===== src/rtl/tpg_pkg.sv =====
package tpg_pkg;
  localparam int SEL_W    = 4;
  localparam int SEL_AIS  = 0;
  localparam int SEL_ALT  = 1;
  localparam int SEL_PRBS = 2;
  localparam int SEL_QRSS = 3;

  typedef enum logic [2:0] {
    MODE_NONE,
    MODE_AIS,
    MODE_ALT,
    MODE_QRSS,
    MODE_PRBS
  } mode_t;

  typedef struct packed {
    logic useAis;
    logic useAlt;
    logic useQrss;
    logic usePrbs;
    logic payloadHit;
    logic advQrss;
    logic advPrbs;
  } strobe_t;
endpackage


===== src/rtl/tpg_lfsr.sv =====
module tpg_lfsr #(
  parameter int LEN = 15,
  parameter int TAP = 14
) (
  input  logic           clk,
  input  logic           rstN,
  input  logic           advance,
  output logic [LEN-1:0] state
);
  localparam logic [LEN-1:0] SEED = '1;

  logic [LEN-1:0] shifted;
  logic [LEN-1:0] nextState;

  always_comb begin
    shifted = {state[LEN-2:0], state[TAP-1] ^ state[LEN-1]};
    nextState = (shifted == '0) ? SEED : shifted;
  end

  always_ff @(posedge clk) begin
    if (!rstN) state <= SEED;
    else if (advance) state <= nextState;
  end

  // a step always moves the register to a new state
  assert_step_moves_R6: assert property (@(posedge clk) disable iff (!rstN)
    advance |=> state != $past(state));
endmodule


===== src/rtl/tpg_ctrl.sv =====
module tpg_ctrl
  import tpg_pkg::*;
(
  input  logic             clk,
  input  logic             rstN,
  input  logic [SEL_W-1:0] selBits,
  input  logic             frameStart,
  input  logic             payloadBit,
  input  logic             overheadBit,
  output strobe_t          strb
);
  mode_t activeMode;
  mode_t effMode;

  function automatic mode_t decodeSel(input logic [SEL_W-1:0] s);
    if (s[SEL_AIS])       return MODE_AIS;
    else if (s[SEL_ALT])  return MODE_ALT;
    else if (s[SEL_QRSS]) return MODE_QRSS;
    else if (s[SEL_PRBS]) return MODE_PRBS;
    else                  return MODE_NONE;
  endfunction

  always_comb effMode = frameStart ? decodeSel(selBits) : activeMode;

  always_ff @(posedge clk) begin
    if (!rstN) activeMode <= MODE_NONE;
    else if (frameStart) activeMode <= effMode;
  end

  always_comb begin
    strb.useAis     = (effMode == MODE_AIS);
    strb.useAlt     = (effMode == MODE_ALT);
    strb.useQrss    = (effMode == MODE_QRSS);
    strb.usePrbs    = (effMode == MODE_PRBS);
    strb.payloadHit = payloadBit & ~overheadBit;
    strb.advQrss    = strb.useQrss & strb.payloadHit;
    strb.advPrbs    = strb.usePrbs & strb.payloadHit;
  end
endmodule


===== src/rtl/tpg_datapath.sv =====
module tpg_datapath
  import tpg_pkg::*;
#(
  parameter int QLEN = 20,
  parameter int QTAP = 17,
  parameter int QZHI = 19,
  parameter int QZLO = 6,
  parameter int PLEN = 15,
  parameter int PTAP = 14
) (
  input  logic    clk,
  input  logic    rstN,
  input  strobe_t strb,
  input  logic    dataIn,
  output logic    dataOut
);
  logic [QLEN-1:0] qState;
  logic [PLEN-1:0] pState;
  logic            altPhase;
  logic            qrssBit;
  logic            prbsBit;
  logic            nextOut;

  tpg_lfsr #(.LEN(QLEN), .TAP(QTAP)) uQrss (
    .clk(clk), .rstN(rstN), .advance(strb.advQrss), .state(qState)
  );

  tpg_lfsr #(.LEN(PLEN), .TAP(PTAP)) uPrbs (
    .clk(clk), .rstN(rstN), .advance(strb.advPrbs), .state(pState)
  );

  always_comb begin
    qrssBit = qState[QLEN-1] | ~(|qState[QZHI-1:QZLO-1]);
    prbsBit = pState[PLEN-1];
  end

  always_ff @(posedge clk) begin
    if (!rstN) altPhase <= 1'b1;
    else altPhase <= strb.useAlt ? ~altPhase : 1'b1;
  end

  always_comb begin
    if (strb.useAis)                        nextOut = 1'b1;
    else if (strb.useAlt)                   nextOut = altPhase;
    else if (strb.useQrss && strb.payloadHit) nextOut = qrssBit;
    else if (strb.usePrbs && strb.payloadHit) nextOut = prbsBit;
    else                                    nextOut = dataIn;
  end

  always_ff @(posedge clk) begin
    if (!rstN) dataOut <= 1'b0;
    else dataOut <= nextOut;
  end

  assert_ais_high_R3: assert property (@(posedge clk) disable iff (!rstN)
    strb.useAis |=> dataOut);

  assert_idle_pass_R2: assert property (@(posedge clk) disable iff (!rstN)
    !(strb.useAis | strb.useAlt | strb.useQrss | strb.usePrbs) |=> dataOut == $past(dataIn));

  assert_overhead_pass_R7: assert property (@(posedge clk) disable iff (!rstN)
    (strb.useQrss | strb.usePrbs) && !strb.payloadHit |=> dataOut == $past(dataIn));

  assert_alt_flips_R4: assert property (@(posedge clk) disable iff (!rstN)
    strb.useAlt && $past(strb.useAlt) |=> dataOut != $past(dataOut));
endmodule


===== src/rtl/line_test_pattern_gen.sv =====
module line_test_pattern_gen
  import tpg_pkg::*;
#(
  parameter int QRSS_LEN = 20,
  parameter int QRSS_TAP = 17,
  parameter int QRSS_ZHI = 19,
  parameter int QRSS_ZLO = 6,
  parameter int PRBS_LEN = 15,
  parameter int PRBS_TAP = 14
) (
  input  logic       clk,
  input  logic       rstN,
  input  logic [3:0] patSel,
  input  logic       frameStart,
  input  logic       payloadBit,
  input  logic       overheadBit,
  input  logic       sysData,
  output logic       lineOut
);
  strobe_t strb;

  tpg_ctrl uCtrl (
    .clk(clk), .rstN(rstN), .selBits(patSel), .frameStart(frameStart),
    .payloadBit(payloadBit), .overheadBit(overheadBit), .strb(strb)
  );

  tpg_datapath #(
    .QLEN(QRSS_LEN), .QTAP(QRSS_TAP), .QZHI(QRSS_ZHI), .QZLO(QRSS_ZLO),
    .PLEN(PRBS_LEN), .PTAP(PRBS_TAP)
  ) uData (
    .clk(clk), .rstN(rstN), .strb(strb), .dataIn(sysData), .dataOut(lineOut)
  );
endmodule


===== config.mk =====
export PLATFORM = sky130hd
export DESIGN_NAME = line_test_pattern_gen
export DESIGN_NICKNAME = d
export VERILOG_FILES = /design/src/rtl/tpg_pkg.sv /design/src/rtl/tpg_lfsr.sv /design/src/rtl/tpg_ctrl.sv /design/src/rtl/tpg_datapath.sv /design/src/rtl/line_test_pattern_gen.sv
export SDC_FILE = /design/constraint.sdc
export NUM_CORES = 1
export LEC_CHECK = 0
export CORE_UTILIZATION = 50
export CTS_BUF_LIST = sky130_fd_sc_hd__clkbuf_4 sky130_fd_sc_hd__clkbuf_8
export DETAILED_ROUTE_END_ITERATION = 10
export PLACE_DENSITY = 0.72
export SYNTH_ARGS = -nofsm -noshare
export SYNTH_HDL_FRONTEND = slang
export SYNTH_SLANG_ARGS = --single-unit

===== constraint.sdc =====
create_clock -name clk -period 1.4 [get_ports clk]
set_clock_uncertainty 0.05 [all_clocks]
set_input_delay 0.14 -clock clk [delete_from_list [all_inputs] [get_ports clk]]
set_output_delay 0.14 -clock clk [all_outputs]
set_load 0.005 [all_outputs]

After elaboration in Yosys (flattened, before gate mapping):

Cells that the tools add are included.
Widths: inputs -> output; s select.

* bits in registers: 40
* bits of input ports: 10
* word-level logic and storage cells: 35

* equality and inequality tests: 4
* muxes and demuxes: 11
* bitwise operators: 9
* reduce and logical (&&, ||, !) cells: 6

Operators with widths (number)
* $logic_not 20->1: 1
* $mux 20: 1
* $logic_not 15->1: 1
* $mux 15: 1
* $mux 3: 5
* $reduce_or 14->1: 1
* $eq 3x2->1 const B: 2
* $mux 1: 4
* $and 1x1->1: 3
* $eq 3x1->1 const B: 1
* $eq 3x3->1 const B: 1
* $not 1->1: 3
* $logic_and 1x1->1: 2
* $reduce_and 2->1: 1
* $xor 1x1->1: 2
* $or 1x1->1: 1

Depth between registers and ports, before layout:

Gate-level depths: netlist (run 1).

* depth after elaboration: 11
* depth in mapped cells: 7
* depth with buffers taken out: 5

Hierarchy:

From an unflattened synthesis (run 1), not the netlist that was laid out.

* cell total of the unflattened synthesis: 198
* area total of the unflattened synthesis: 1850.5 um^2

Modules (own cells, without submodules)
* tpg_lfsr (uData.uQrss): instances 1, cells each 118, area each 949.7 um^2
* tpg_lfsr (uData.uPrbs): instances 1, cells each 40, area each 519.2 um^2
* tpg_ctrl: instances 1, cells each 25, area each 234.0 um^2
* tpg_datapath: instances 1, cells each 15, area each 147.6 um^2

Least setup slack after synthesis (run 1):

OpenSTA, ideal clock, no wires.

* path type: register to register
* start point: reg uData.uQrss.state[0]
* end point: reg uData.uQrss.state[0]
* library setup time: 0.069 ns
* arrival: 1.368 ns
* setup slack: -0.086 ns
* cell stages (with the launch flop): 6
* cell sequence: dfxtp_1 -> or4_1 -> nor4_1 -> buf_2 -> nor3_1 -> o21ai_1

* longest elaborated chain between the ends: 2

Ends and longest elaborated chain
* start, declared: line tpg_lfsr.sv:8 `output logic [LEN-1:0] state`
* start signal, assigned: line tpg_lfsr.sv:22 `else if (advance) state <= nextState;`
* $logic_not 20->1: line tpg_lfsr.sv:17 `nextState = (shifted == '0) ? SEED : shifted;`
* $mux 20: line tpg_lfsr.sv:17

Every way passes these cells.
A chain may end at the register's enable or synchronous reset.

Worst setup path after layout (run 1):

* start point: reg uData.uQrss.state[15]
* end point: reg uData.uQrss.state[6]

Same word-level chain as after synthesis.

==> results of run 1 <==
worst max-delay path: cells and delay by family (launching register included):
family,cells,cell delay (ns)
AOI/OAI and AO/OA,1,0.13
buffers and inverters,1,0.22
DFF,1,0.35
and+or+nand+nor,4,0.85
cell usage in the layout, fill, tap and decap left out, drive strengths merged:
| cell type | netlist | final |
|---|---|---|
| nand2b | 2 | 2 |
| dlygate4sd2 | 0 | 2 |
| o21ai | 38 | 38 |
| and4 | 1 | 1 |
| o22a | 1 | 1 |
| o22ai | 1 | 1 |
| dfxtp | 40 | 40 |
| nand3 | 3 | 3 |
| or4 | 1 | 1 |
| nor2b | 3 | 3 |
| nand4 | 1 | 1 |
| or4b | 1 | 1 |
| nor3 | 36 | 36 |
| nor4b | 1 | 1 |
| inv | 2 | 2 |
| or2 | 1 | 1 |
| o221ai | 1 | 1 |
| nand2 | 1 | 1 |
| a31o | 1 | 1 |
| clkdlybuf4s50 | 0 | 8 |
| nor4 | 7 | 7 |
| buf | 8 | 36 |
| and2 | 3 | 3 |
| clkbuf | 7 | 8 |
| o21a | 2 | 2 |
| xor2 | 2 | 2 |
| nor2 | 42 | 42 |
| o32ai | 1 | 1 |
| o211ai | 1 | 1 |
state kept, by name, indices dropped and copies added, names as in the netlist:
signal / flops
uData.dataOut: 1
uData.uPrbs.state: 15
uCtrl.activeMode: 3
uData.altPhase: 1
uData.uQrss.state: 20
routing by layer:
| metal | up-vias | global-route usage [%] |
|---|---|---|
| li1 | 813 | - |
| met1 | 790 | 31.38 |
| met2 | 29 | 41.73 |
| met3 | 6 | 4.585 |
| met4 | 0 | 8.503 |
| met5 | - | 0 |
metrics by stage:
step,setup slack [ns],cells,utilization [%]
3_5_place_dp,-0.5613,282,65.69
4_1_cts,-0.2203,290,69.31
6_report,-0.2616,291,77.62
3_3_place_gp,-0.4746,282,65.69
5_1_grt,-0.3301,291,77.62
2_1_floorplan,-0.04624,208,-
cell families (layout without fill, tap and decap cells):
group,count (synthesis),in the layout,synth area share [%]
AOI/OAI and AO/OA,46,46,15.40
DFF,40,40,48.56
and+or+nand+nor,103,103,30.35
buffers and inverters,17,56,4.629
xor gates and xnor gates,2,2,1.062
synth_stat cells:
cell	instances
sky130_fd_sc_hd__a31o_2	1
sky130_fd_sc_hd__o211ai_1	1
sky130_fd_sc_hd__clkbuf_1	7
sky130_fd_sc_hd__nand3_1	3
sky130_fd_sc_hd__and4_1	1
sky130_fd_sc_hd__nand2_1	1
sky130_fd_sc_hd__nor4_1	7
sky130_fd_sc_hd__or4_1	1
sky130_fd_sc_hd__or4b_1	1
sky130_fd_sc_hd__inv_1	2
sky130_fd_sc_hd__buf_4	1
sky130_fd_sc_hd__o221ai_1	1
sky130_fd_sc_hd__and2_1	3
sky130_fd_sc_hd__o21ai_0	14
sky130_fd_sc_hd__nor2_1	42
sky130_fd_sc_hd__o22ai_1	1
sky130_fd_sc_hd__xor2_1	2
sky130_fd_sc_hd__o22a_1	1
sky130_fd_sc_hd__o21a_1	2
sky130_fd_sc_hd__nand2b_1	1
sky130_fd_sc_hd__nor2b_1	3
sky130_fd_sc_hd__dfxtp_1	40
sky130_fd_sc_hd__nand4_1	1
sky130_fd_sc_hd__nor3_1	36
sky130_fd_sc_hd__o32ai_1	1
sky130_fd_sc_hd__o21ai_1	24
sky130_fd_sc_hd__nor4b_1	1
sky130_fd_sc_hd__buf_2	7
sky130_fd_sc_hd__nand2b_2	1
sky130_fd_sc_hd__or2_1	1
area by class of cell:
class | instances | area, sq um
fillers | 212 | 694.4
clock buffers | 8 | 66.31
well taps | 44 | 55.05
repair buffers | 46 | 420.4
multi-input cells | 151 | 1050
inverters | 2 | 7.507
flip-flops and latches | 40 | 809.5
repair_timing:
item	in CTS	in global routing
setup buffers	1	1
pin swaps	5	21
endpoints found under the setup margin	36	37
gates resized for setup	17	67
worst max-delay path by stage:
stage / endpoint / slack [ns] / depth (start not counted)
finish: uData.uQrss.state[6] / -0.26 / 6
global placement: uData.dataOut / -0.47 / 6
detailed placement: uData.uQrss.state[9] / -0.56 / 7
floorplan: uData.uQrss.state[0] / -0.05 / 5
CTS: uData.uQrss.state[10] / -0.22 / 6
global route: uData.uQrss.state[14] / -0.33 / 6
where the power goes:
part	internal [mW]	switching (mW)
sequential	1.15	0.00801
clock	0.287	0.350
combinational	0.0822	0.0777
total	1.52	0.435
==> summary.txt, run 1 <==
Clock network
  • H-tree Lvls: 2
  • Clock Sink Count: 40
  • Number of clock buffers inserted by TritonCTS: 5
  • Hold buffers post-CTS: 0
  • Post-CTS clock slew at the launch and capture registers of the worst setup and hold paths: 0.12 ns
  • Clock root buffer: sky130_fd_sc_hd__clkbuf_4
  • TritonCTS clock tree: yes
  • Clk Latency, worst-skew pair: ~0.33 ns
  • Maximum buffer depth of the clock tree: 2

Global route
  • First-pass GRT wire length: approximately 6.6 mm
  • Total track usage: between 20% and 30%
  • Pin count of the biggest net entering global routing: 21
  • Via count of the first global-routing pass: 1,525
  • Residual overflow from global routing: 0
  • Antenna violations before repair: 0

STA
  • Total Neg Setup Slack: -5.476 ns
  • RSZ-0062 raised after global routing: yes
  • Fin crit share: 118.7%
  • Pins over their slew limit: 0
  • FMAX: approximately 0.6 GHz
  • Final Hold Violating Endpoints: 0
  • Hold_ws: 0.3733 ns
  • Minimum clock period after layout: 1.662 ns
  • Final setup violation count: 36
  • Slew Limit Headroom: 70.57%
  • Worst setup slack after layout: -0.2616 ns
  • Pin slew with the least headroom to its limit: roughly 0.44 ns

Die
  • Die Outline Area: 3532 sq um
  • Floorplan die width: roughly 59 microns
  • Vert. Die Dim: 59.43 microns
  • Std cell rows: 20
  • Effective utilization at floorplan: between 50% and 60%
  • Placeable core area: 3103 sq um
  • I/O pins: 11

Worst setup path
  • Worst endpoint required time: ~1.6 ns
  • Launch point of the worst path: uData.uQrss.state[15]
  • Type of the worst setup path: reg -> reg
  • Worst path max stage delay: 0.35 ns
  • Crit-path cells: nor4_2, nand4_1, nor4_2, buf_4, nor3_1, o21ai_1
  • R2r startpoint: uData.uQrss.state[15]
  • Crit path max fanout: 11
  • Most numerous cell on the critical path: sky130_fd_sc_hd__nor4_2
  • Critical path capture point type: register
  • Register-to-register setup slack: -0.26 ns
  • Worst Reg2Reg Path Length in Cells: 6
  • Worst Setup Start Kind: register
  • Arrival time of the worst setup path: 1.88 ns
  • Capture point of the worst reg-to-reg path: uData.uQrss.state[6]
  • Slowest stage cell, crit path: sky130_fd_sc_hd__dfxtp_2

Logic synthesis
  • Synth top area cells: sky130_fd_sc_hd__dfxtp_1 49%, sky130_fd_sc_hd__nor3_1 11%, sky130_fd_sc_hd__nor2_1 9.6%
  • Flops & latches, synth: 40
  • Post-synthesis instance total: 208
  • Synthesized net count: 218
  • Post-Syn Area: 1649 sq um
  • Sequential area share after synthesis: 48.56%
  • Syn. warnings: 0
  • Synthesized area divided by synthesized cell count: 7.928 sq um
  • Area leader, netlist: sky130_fd_sc_hd__dfxtp_1
  • Number of different library cells in the post-synthesis netlist: 30
  • Area share of the largest cell type after synthesis: roughly 50%

Cells and area
  • Signed area change from the synthesized netlist to the final layout: 46.05%
  • Share of layout cells above drive strength 1: 38.46%
  • Inserted Diodes: 0
  • Final instance area: 2409 sq um
  • Net count of the finished layout: ~260

Run
  • Max Cap Viol: 0

Place
  • HPWL Detailed: 2.635 mm
  • Last weighted congestion value of the routability-driven placer: about 0.83
  • Count of port buffers added during placement: 10
  • Area of placed instances: 2038 sq um

Run status
  • Violated checks: setup timing
  • Status: finished with violations

Routing
  • Detailed Route Iter0 Violations: approximately 110
  • Routed wire length per instance: 14.83 microns
  • Routed metal-1 wirelength: 1.948 mm
  • Top routing layer in use: met4
  • DR WL met2: 2.182 mm
  • First drt pass iteration count: 4
  • DR vias: roughly 1.6k
  • DRC: 0
  • Vias per std cell: 5.629
  • Routed wire length: 4.315 mm
  • Total met3 wirelength after detailed routing: 118 microns
  • Post-DRT Antenna Nets: 0

Hold path
  • Launch instance of the worst min-delay path: uData.altPhase
  • Class of the tightest hold or removal check: reg -> reg
  • WHS Path Cells: 1
  • Hold Crit Endpoint: uData.altPhase

Power
  • Post-layout total power: 1.953 mW
  • Total leakage power: between 0.8 and 0.9 nW
  • Worst-case vdd ir drop: 0.6721 mV
  • Power density over cell area: 811.0 nW/um^2
Note: power is estimated with default switching activity, not from simulation.
==> inputs of run 2 (changes only) <==
--- a/config.mk
+++ b/config.mk
@@ -5,10 +5,11 @@
 export SDC_FILE = /design/constraint.sdc
 export NUM_CORES = 1
 export LEC_CHECK = 0
-export CORE_UTILIZATION = 50
+export CORE_UTILIZATION = 30
 export CTS_BUF_LIST = sky130_fd_sc_hd__clkbuf_4 sky130_fd_sc_hd__clkbuf_8
 export DETAILED_ROUTE_END_ITERATION = 10
-export PLACE_DENSITY = 0.72
+export PLACE_DENSITY = 0.48
+export RECOVER_POWER = 100
 export SYNTH_ARGS = -nofsm -noshare
 export SYNTH_HDL_FRONTEND = slang
 export SYNTH_SLANG_ARGS = --single-unit
==> run 2 against run 1 <==
  * The run still ends with setup timing left
  * Non-clock buffer count is 1 higher
  * Power is 20% higher
  * Sequential power hardly changed
  * Sequential cell count stayed put
  * Register-to-register slack worse by 0.03 ns
  * Via count is 4.9% lower
  * Clock power is 63% higher
  * Critical path type unchanged
  * Critical endpoint is now uData.uQrss.state[9]
  * Largest power group unchanged
==> summary.txt, run 2 (synthesized netlist as in run 1, its figures left out) <==
Clock network
  • Number of clock buffers inserted by TritonCTS: 5 (unchanged)
  • TritonCTS clock tree: yes (unchanged)
  • H-tree Lvls: 2 (unchanged)
  • Clk Latency, worst-skew pair: 0.29 ns (was 0.33 ns)
  • Maximum buffer depth of the clock tree: 2 (unchanged)
  • Hold buffers post-CTS: 0 (unchanged)
  • Post-CTS clock slew at the launch and capture registers of the worst setup and hold paths: 0.08 ns (was 0.12 ns)
  • Clock Sink Count: 40 (unchanged)
  • Clock root buffer: sky130_fd_sc_hd__clkbuf_8 (was sky130_fd_sc_hd__clkbuf_4)

STA
  • Fin crit share: 121.0% (was 118.7%)
  • RSZ-0062 raised after global routing: yes (unchanged)
  • Worst setup slack after layout: -0.2942 ns (was -0.2616 ns)
  • Slew Limit Headroom: 79.44% (was 70.57%)
  • Pins over their slew limit: 0 (unchanged)
  • Total Neg Setup Slack: -6.328 ns (was -5.476 ns)
  • Minimum clock period after layout: 1.694 ns (was 1.662 ns)
  • FMAX: 0.5903 GHz (was 0.6018 GHz)
  • Final setup violation count: 36 (unchanged)
  • Hold_ws: 0.3499 ns (was 0.3733 ns)
  • Pin slew with the least headroom to its limit: 0.3052 ns (was 0.4368 ns)
  • Final Hold Violating Endpoints: 0 (unchanged)

Power
  • Worst-case vdd ir drop: 0.4183 mV (was 0.6721 mV)
  • Post-layout total power: 2.340 mW (was 1.953 mW)
  • Total leakage power: 0.8453 nW (was 0.8139 nW)
  • Power density over cell area: 980.7 nW/um^2 (was 811.0 nW/um^2)

Worst setup path
  • Slowest stage cell, crit path: sky130_fd_sc_hd__or4_4 (was sky130_fd_sc_hd__dfxtp_2)
  • Worst Reg2Reg Path Length in Cells: 5 (was 6)
  • Arrival time of the worst setup path: 1.87 ns (was 1.88 ns)
  • Crit-path cells: or4_4, nor4_4, buf_4, nor3_1, o21ai_1 (was nor4_2, nand4_1, nor4_2, buf_4, nor3_1, o21ai_1)
  • Worst endpoint required time: 1.58 ns (was 1.62 ns)
  • Worst path max stage delay: 0.54 ns (was 0.35 ns)
  • Register-to-register setup slack: -0.29 ns (was -0.26 ns)
  • Worst Setup Start Kind: register (unchanged)
  • Crit path max fanout: 7 (was 11)
  • Critical path capture point type: register (unchanged)
  • Type of the worst setup path: reg -> reg (unchanged)

Routing
  • DR vias: 1,558 (was 1,638)
  • Post-DRT Antenna Nets: 0 (unchanged)
  • Detailed Route Iter0 Violations: 34 (was 111)
  • Routed wire length: 3.926 mm (was 4.315 mm)
  • First drt pass iteration count: 4 (unchanged)
  • Vias per std cell: 4.899 (was 5.629)
  • Routed wire length per instance: 12.35 microns (was 14.83 microns)
  • DRC: 0 (unchanged)

Cells and area
  • Largest register by flop count: uData.uQrss.state (unchanged)
  • Share of layout cells above drive strength 1: 29.84% (was 38.46%)
  • Registers with the most flip-flops: uData.uQrss.state (20), uData.uPrbs.state (15), uCtrl.activeMode (3) (unchanged)
  • Number of flip-flops in the largest register: 20 (unchanged)
  • Fill cells: 554 (was 212)
  • Most common cell after layout, fill and taps aside: sky130_fd_sc_hd__nor2_1 (was sky130_fd_sc_hd__dfxtp_1)
  • Net count of the finished layout: 257 (was 256)
  • Most frequent cells in the layout: 41 x sky130_fd_sc_hd__nor2_1, 36 x sky130_fd_sc_hd__dfxtp_1, 31 x sky130_fd_sc_hd__o21ai_1, 31 x sky130_fd_sc_hd__buf_4, 24 x sky130_fd_sc_hd__nor3_1 (was 33 x sky130_fd_sc_hd__dfxtp_1, 31 x sky130_fd_sc_hd__o21ai_1, 30 x sky130_fd_sc_hd__buf_4)
  • Signed area change from the synthesized netlist to the final layout: 44.69% (was 46.05%)
  • Inserted Diodes: 0 (unchanged)

Die
  • Placeable core area: 5205 sq um (was 3103 sq um)
  • Effective utilization at floorplan: 31.68% (was 53.15%)
  • Vert. Die Dim: 76.14 microns (was 59.43 microns)
  • I/O pins: 11 (unchanged)
  • Std cell rows: 26 (was 20)
  • Floorplan die width: 76.14 microns (was 59.43 microns)
  • Die Outline Area: 5797 sq um (was 3532 sq um)

Global route
  • Via count of the first global-routing pass: 1,433 (was 1,525)
  • First-pass GRT wire length: 6.637 mm (was 6.617 mm)
  • Antenna violations before repair: 0 (unchanged)
  • Residual overflow from global routing: 0 (unchanged)
  • Total track usage: 14.22% (was 24.69%)
  • Pin count of the biggest net entering global routing: 36 (was 21)

Run
  • Max Cap Viol: 0 (unchanged)

Place
  • HPWL Detailed: 2.423 mm (was 2.635 mm)
  • Count of port buffers added during placement: 10 (unchanged)
  • Last weighted congestion value of the routability-driven placer: 0.7601 (was 0.8281)
  • DP Worst Slack: -0.5381 ns (was -0.5613 ns)

Run status
  • Violated checks: setup timing (unchanged)
  • Status: finished with violations (unchanged)

Hold path
  • WHS Path Cells: 1 (unchanged)
  • Class of the tightest hold or removal check: reg -> reg (unchanged)
-- run 2: cell types whose count changed in the layout (fill, tap and decap cells not counted), moves of 6 or more --
cell,before,now
sky130_fd_sc_hd__clkbuf_4,7,0
sky130_fd_sc_hd__clkbuf_8,1,7
sky130_fd_sc_hd__nor2_1,28,41
sky130_fd_sc_hd__nor2_4,9,0
-- run 2: where the power goes --
| group | total (mW) | switching (mW) | internal [mW] |
|---|---|---|---|
| logic | 0.143 | 0.0672 | 0.0757 |
| registers | 1.15 | 0.00674 | 1.15 |
| clock network | 1.04 | 0.414 | 0.629 |
| total | 2.34 | 0.488 | 1.85 |
-- run 2: layer usage --
metal  wire [microns]  vias up  track usage [%]
met4               61        0            6.346
met3              105        6            3.593
met1             1993      728            18.80
met5                0        -                0
met2             1765       14            21.82
li1                 -      810                -
-- run 2: critical path: cells and delay by family, from the launching register on --
kind	cells	cell delay, ns
flops	1	0.31
compound gates	1	0.11
buf+inv	1	0.22
simple gates	3	0.93
-- run 2: final cells by class --
type | instances | area (sq um) | area share [%]
clock buffer | 7 | 96.34 | 4.038
clock inverter | 1 | 30.03 | 1.259
inverter | 2 | 7.507 | 0.3146
multi-input combinational | 151 | 929.6 | 38.96
sequential | 40 | 805.8 | 33.77
tap | 70 | 87.58 | 3.671
timing repair buffer | 47 | 429.2 | 17.99
-- run 2: worst paths after layout --
check | start | end
worst max-delay path | uData.uQrss.state[2] | uData.uQrss.state[9]
worst min-delay path | uData.altPhase | uData.altPhase
worst max register to register | uData.uQrss.state[2] | uData.uQrss.state[9]
worst min register to register | uData.altPhase | uData.altPhase
-- run 2: repair_timing --
action,CTS,global route
pin swaps,6,9
setup endpoints to repair,36,36
gates cloned,1,0
gates resized for setup,15,27
setup buffers,1,0
-- run 2: through the flow --
step | utilization, % | instance area, sq um | instances
2_1_floorplan | - | 1675 | 208
3_3_place_gp | 40.26 | 2096 | 308
3_5_place_dp | 40.26 | 2096 | 308
4_1_cts | 44.13 | 2297 | 318
5_1_grt | 45.84 | 2386 | 318
6_report | 45.84 | 2386 | 318
==> inputs of run 3 (changes only) <==
--- a/config.mk
+++ b/config.mk
@@ -5,8 +5,10 @@
 export SDC_FILE = /design/constraint.sdc
 export NUM_CORES = 1
 export LEC_CHECK = 0
+export CORE_MARGIN = 2
 export CORE_UTILIZATION = 30
 export CTS_BUF_LIST = sky130_fd_sc_hd__clkbuf_4 sky130_fd_sc_hd__clkbuf_8
+export CTS_CLUSTER_SIZE = 40
 export DETAILED_ROUTE_END_ITERATION = 10
 export PLACE_DENSITY = 0.48
 export RECOVER_POWER = 100
==> run 3 against run 2 <==
  * Clock-buffer cell count is 1 lower
  * Worst setup slack got worse by 0.027 ns
  * Critical path depth unchanged
  * Highest routed layer unchanged
  * Largest power group unchanged
  * Critical path type unchanged
  * The run still ends with setup timing left
  * Critical endpoint is now uData.uQrss.state[13]
==> summary.txt, run 3 (synthesized netlist as in run 1, its figures left out) <==
STA
  • Minimum clock period after layout: 1.722 ns (was 1.694 ns)
  • Pins over their slew limit: 0 (unchanged)
  • Hold_ws: 0.3508 ns (was 0.3499 ns)
  • Worst setup slack after layout: -0.3216 ns (was -0.2942 ns)
  • RSZ-0062 raised after global routing: yes (unchanged)
  • FMAX: 0.5809 GHz (was 0.5903 GHz)
  • Pin slew with the least headroom to its limit: 0.3388 ns (was 0.3052 ns)
  • Final Hold Violating Endpoints: 0 (unchanged)
  • Fin crit share: 123.0% (was 121.0%)
  • Final setup violation count: 27 (was 36)
  • Slew Limit Headroom: 77.18% (was 79.44%)

Die
  • Std cell rows: 26 (unchanged)
  • I/O pins: 11 (unchanged)
  • Die Outline Area: 6106 sq um (was 5797 sq um)
  • Effective utilization at floorplan: 31.68% (unchanged)
  • Placeable core area: 5205 sq um (unchanged)
  • Floorplan die width: 78.14 microns (was 76.14 microns)
  • Vert. Die Dim: 78.14 microns (was 76.14 microns)

Global route
  • Via count of the first global-routing pass: 1,573 (was 1,433)
  • Antenna violations before repair: 0 (unchanged)
  • Pin count of the biggest net entering global routing: 37 (was 36)
  • Residual overflow from global routing: 0 (unchanged)
  • Total track usage: 14.28% (was 14.22%)
  • First-pass GRT wire length: 6.982 mm (was 6.637 mm)

Run status
  • Status: finished with violations (unchanged)
  • Violated checks: setup timing (unchanged)

Power
  • Share of total power in sequential cells: 54.5% (was 49.3%)
  • Internal: 1.622 mW (was 1.852 mW)
  • Worst-case vdd ir drop: 0.4504 mV (was 0.4183 mV)
  • Switching power as a share of total power: 23.43% (was 20.85%)
  • Proportion of power drawn by the clock network: 38.0% (was 44.6%)
  • Logic pwr share: 7.4% (was 6.1%)
  • Switching Power: 0.4964 mW (was 0.4878 mW)
  • Total leakage power: 0.8590 nW (was 0.8453 nW)
  • Power density over cell area: 869.6 nW/um^2 (was 980.7 nW/um^2)

Cells and area
  • Area taken by multi-input logic gates: 970.9 sq um (was 929.6 sq um)
  • Net count of the finished layout: 259 (was 257)
  • Most frequent cells in the layout: 39 x sky130_fd_sc_hd__nor2_1, 35 x sky130_fd_sc_hd__o21ai_1, 31 x sky130_fd_sc_hd__buf_4, 31 x sky130_fd_sc_hd__dfxtp_1, 26 x sky130_fd_sc_hd__nor3_1 (was 41 x sky130_fd_sc_hd__nor2_1, 36 x sky130_fd_sc_hd__dfxtp_1, 31 x sky130_fd_sc_hd__o21ai_1, 31 x sky130_fd_sc_hd__buf_4, 24 x sky130_fd_sc_hd__nor3_1)
  • Post-layout instance count excluding filler cells: 320 (was 318)
  • Registers with the most flip-flops: uData.uQrss.state (20), uData.uPrbs.state (15), uCtrl.activeMode (3) (unchanged)
  • Largest register by flop count: uData.uQrss.state (unchanged)
  • Share of layout cells above drive strength 1: 33.60% (was 29.84%)
  • Inserted Diodes: 0 (unchanged)
  • Number of flip-flops in the largest register: 20 (unchanged)
  • Most common cell after layout, fill and taps aside: sky130_fd_sc_hd__nor2_1 (unchanged)
  • Sequential cell area: 812.0 sq um (was 805.8 sq um)
  • Fill cells: 522 (was 554)
  • Signed area change from the synthesized netlist to the final layout: 47.72% (was 44.69%)

Worst setup path
  • Critical path capture point type: register (unchanged)
  • Type of the worst setup path: reg -> reg (unchanged)
  • Worst Setup Start Kind: register (unchanged)
  • Worst endpoint required time: 1.57 ns (was 1.58 ns)
  • Arrival time of the worst setup path: 1.89 ns (was 1.87 ns)
  • Crit path max fanout: 7 (unchanged)

Routing
  • First drt pass iteration count: 4 (unchanged)
  • Detailed Route Iter0 Violations: 44 (was 34)
  • Routed wire length per instance: 12.49 microns (was 12.35 microns)
  • Post-DRT Antenna Nets: 0 (unchanged)
  • DR vias: 1,583 (was 1,558)
  • Routed wire length: 3.996 mm (was 3.926 mm)
  • DRC: 0 (unchanged)
  • Vias per std cell: 4.947 (was 4.899)

Clock network
  • Post-CTS clock slew at the launch and capture registers of the worst setup and hold paths: 0.08 ns (about the same)
  • H-tree Lvls: 2 (unchanged)
  • Number of clock buffers inserted by TritonCTS: 5 (unchanged)
  • Clk Latency, worst-skew pair: 0.29 ns (about the same)
  • Hold buffers post-CTS: 0 (unchanged)
  • TritonCTS clock tree: yes (unchanged)
  • Clock Sink Count: 40 (unchanged)
  • Clock root buffer: sky130_fd_sc_hd__clkbuf_8 (unchanged)
  • Maximum buffer depth of the clock tree: 2 (unchanged)

Run
  • Max Cap Viol: 0 (unchanged)

Place
  • Number of cells in the design after placement: 308 (unchanged)
  • HPWL Detailed: 2.436 mm (was 2.423 mm)
  • Count of port buffers added during placement: 10 (unchanged)
  • Last weighted congestion value of the routability-driven placer: 0.7340 (was 0.7601)

Hold path
  • Class of the tightest hold or removal check: reg -> reg (unchanged)
[run 3: cell count changes in the layout (fill, tap and decap cells not counted), moves of 4 or more]
cell | before | now
sky130_fd_sc_hd__dfxtp_1 | 36 | 31
sky130_fd_sc_hd__dfxtp_2 | 4 | 9
sky130_fd_sc_hd__o21ai_0 | 7 | 3
sky130_fd_sc_hd__o21ai_1 | 31 | 35
[run 3: final timing paths]
check | from | to | slack, ns | depth (start not counted)
setup / recovery | uData.uQrss.state[3] | uData.uQrss.state[13] | -0.32 | 5
hold / removal | uData.altPhase | uData.altPhase | 0.35 | 1
setup reg to reg | uData.uQrss.state[3] | uData.uQrss.state[13] | -0.32 | 5
hold reg to reg | uData.altPhase | uData.altPhase | 0.35 | 1
[run 3: final cells by class]
class	instances	share of cell area [%]
flip-flops and latches	40	33.33
clock buffers	6	3.390
repair buffers	49	19.11
well taps	70	3.595
clock inverters	2	0.4109
multi-input cells	151	39.86
inverters	2	0.3082
[run 3: power by group through the flow]
stage | Sequential (mW) | Clock [mW] | Combinational [mW]
final | 1.16 | 0.806 | 0.157
after detailed placement | 1.18 | 0 | 0.139
after CTS | 1.15 | 0.835 | 0.144
after global placement | 1.18 | 0 | 0.140
after global routing | 1.16 | 0.873 | 0.173
after floorplan | 1.18 | 0 | 0.0633
[run 3: per-layer routing]
layer,vias to the layer above,wire length (microns),global-route usage (%)
met5,-,0,0
met4,0,52,4.737
met3,6,137,3.908
met2,22,1822,23.28
met1,740,1984,18.26
li1,815,-,-
[run 3: critical path, cell delays in order (launching register included)]
cell                      delay (ns)
sky130_fd_sc_hd__dfxtp_1        0.32
sky130_fd_sc_hd__or4_4          0.54
sky130_fd_sc_hd__nor4_4         0.36
sky130_fd_sc_hd__buf_4          0.22
sky130_fd_sc_hd__nor3_1         0.05
sky130_fd_sc_hd__o21ai_1        0.10
[run 3: repair_timing]
item | 4_1_cts | 5_1_grt
setup endpoints to repair | 36 | 36
buffers inserted | 2 | 2
gates resized for setup | 22 | 41
cloned | 1 | 1
pin swaps | 8 | 14
[run 3: stage by stage]
step / total power [mW] / util, % / TNS [ns] / area (sq um) / setup slack [ns]
after CTS: 2.131 / 43.85 / -5.924 / 2282 / -0.2997
after global routing: 2.203 / 46.80 / -8.663 / 2436 / -0.3958
after global placement: 1.320 / 40.26 / -16.70 / 2096 / -0.4996
after detailed placement: 1.319 / 40.26 / -16.80 / 2096 / -0.5240
after floorplan: 1.242 / - / -0.8929 / 1675 / -0.04624
final: 2.118 / 46.80 / -6.273 / 2436 / -0.3216
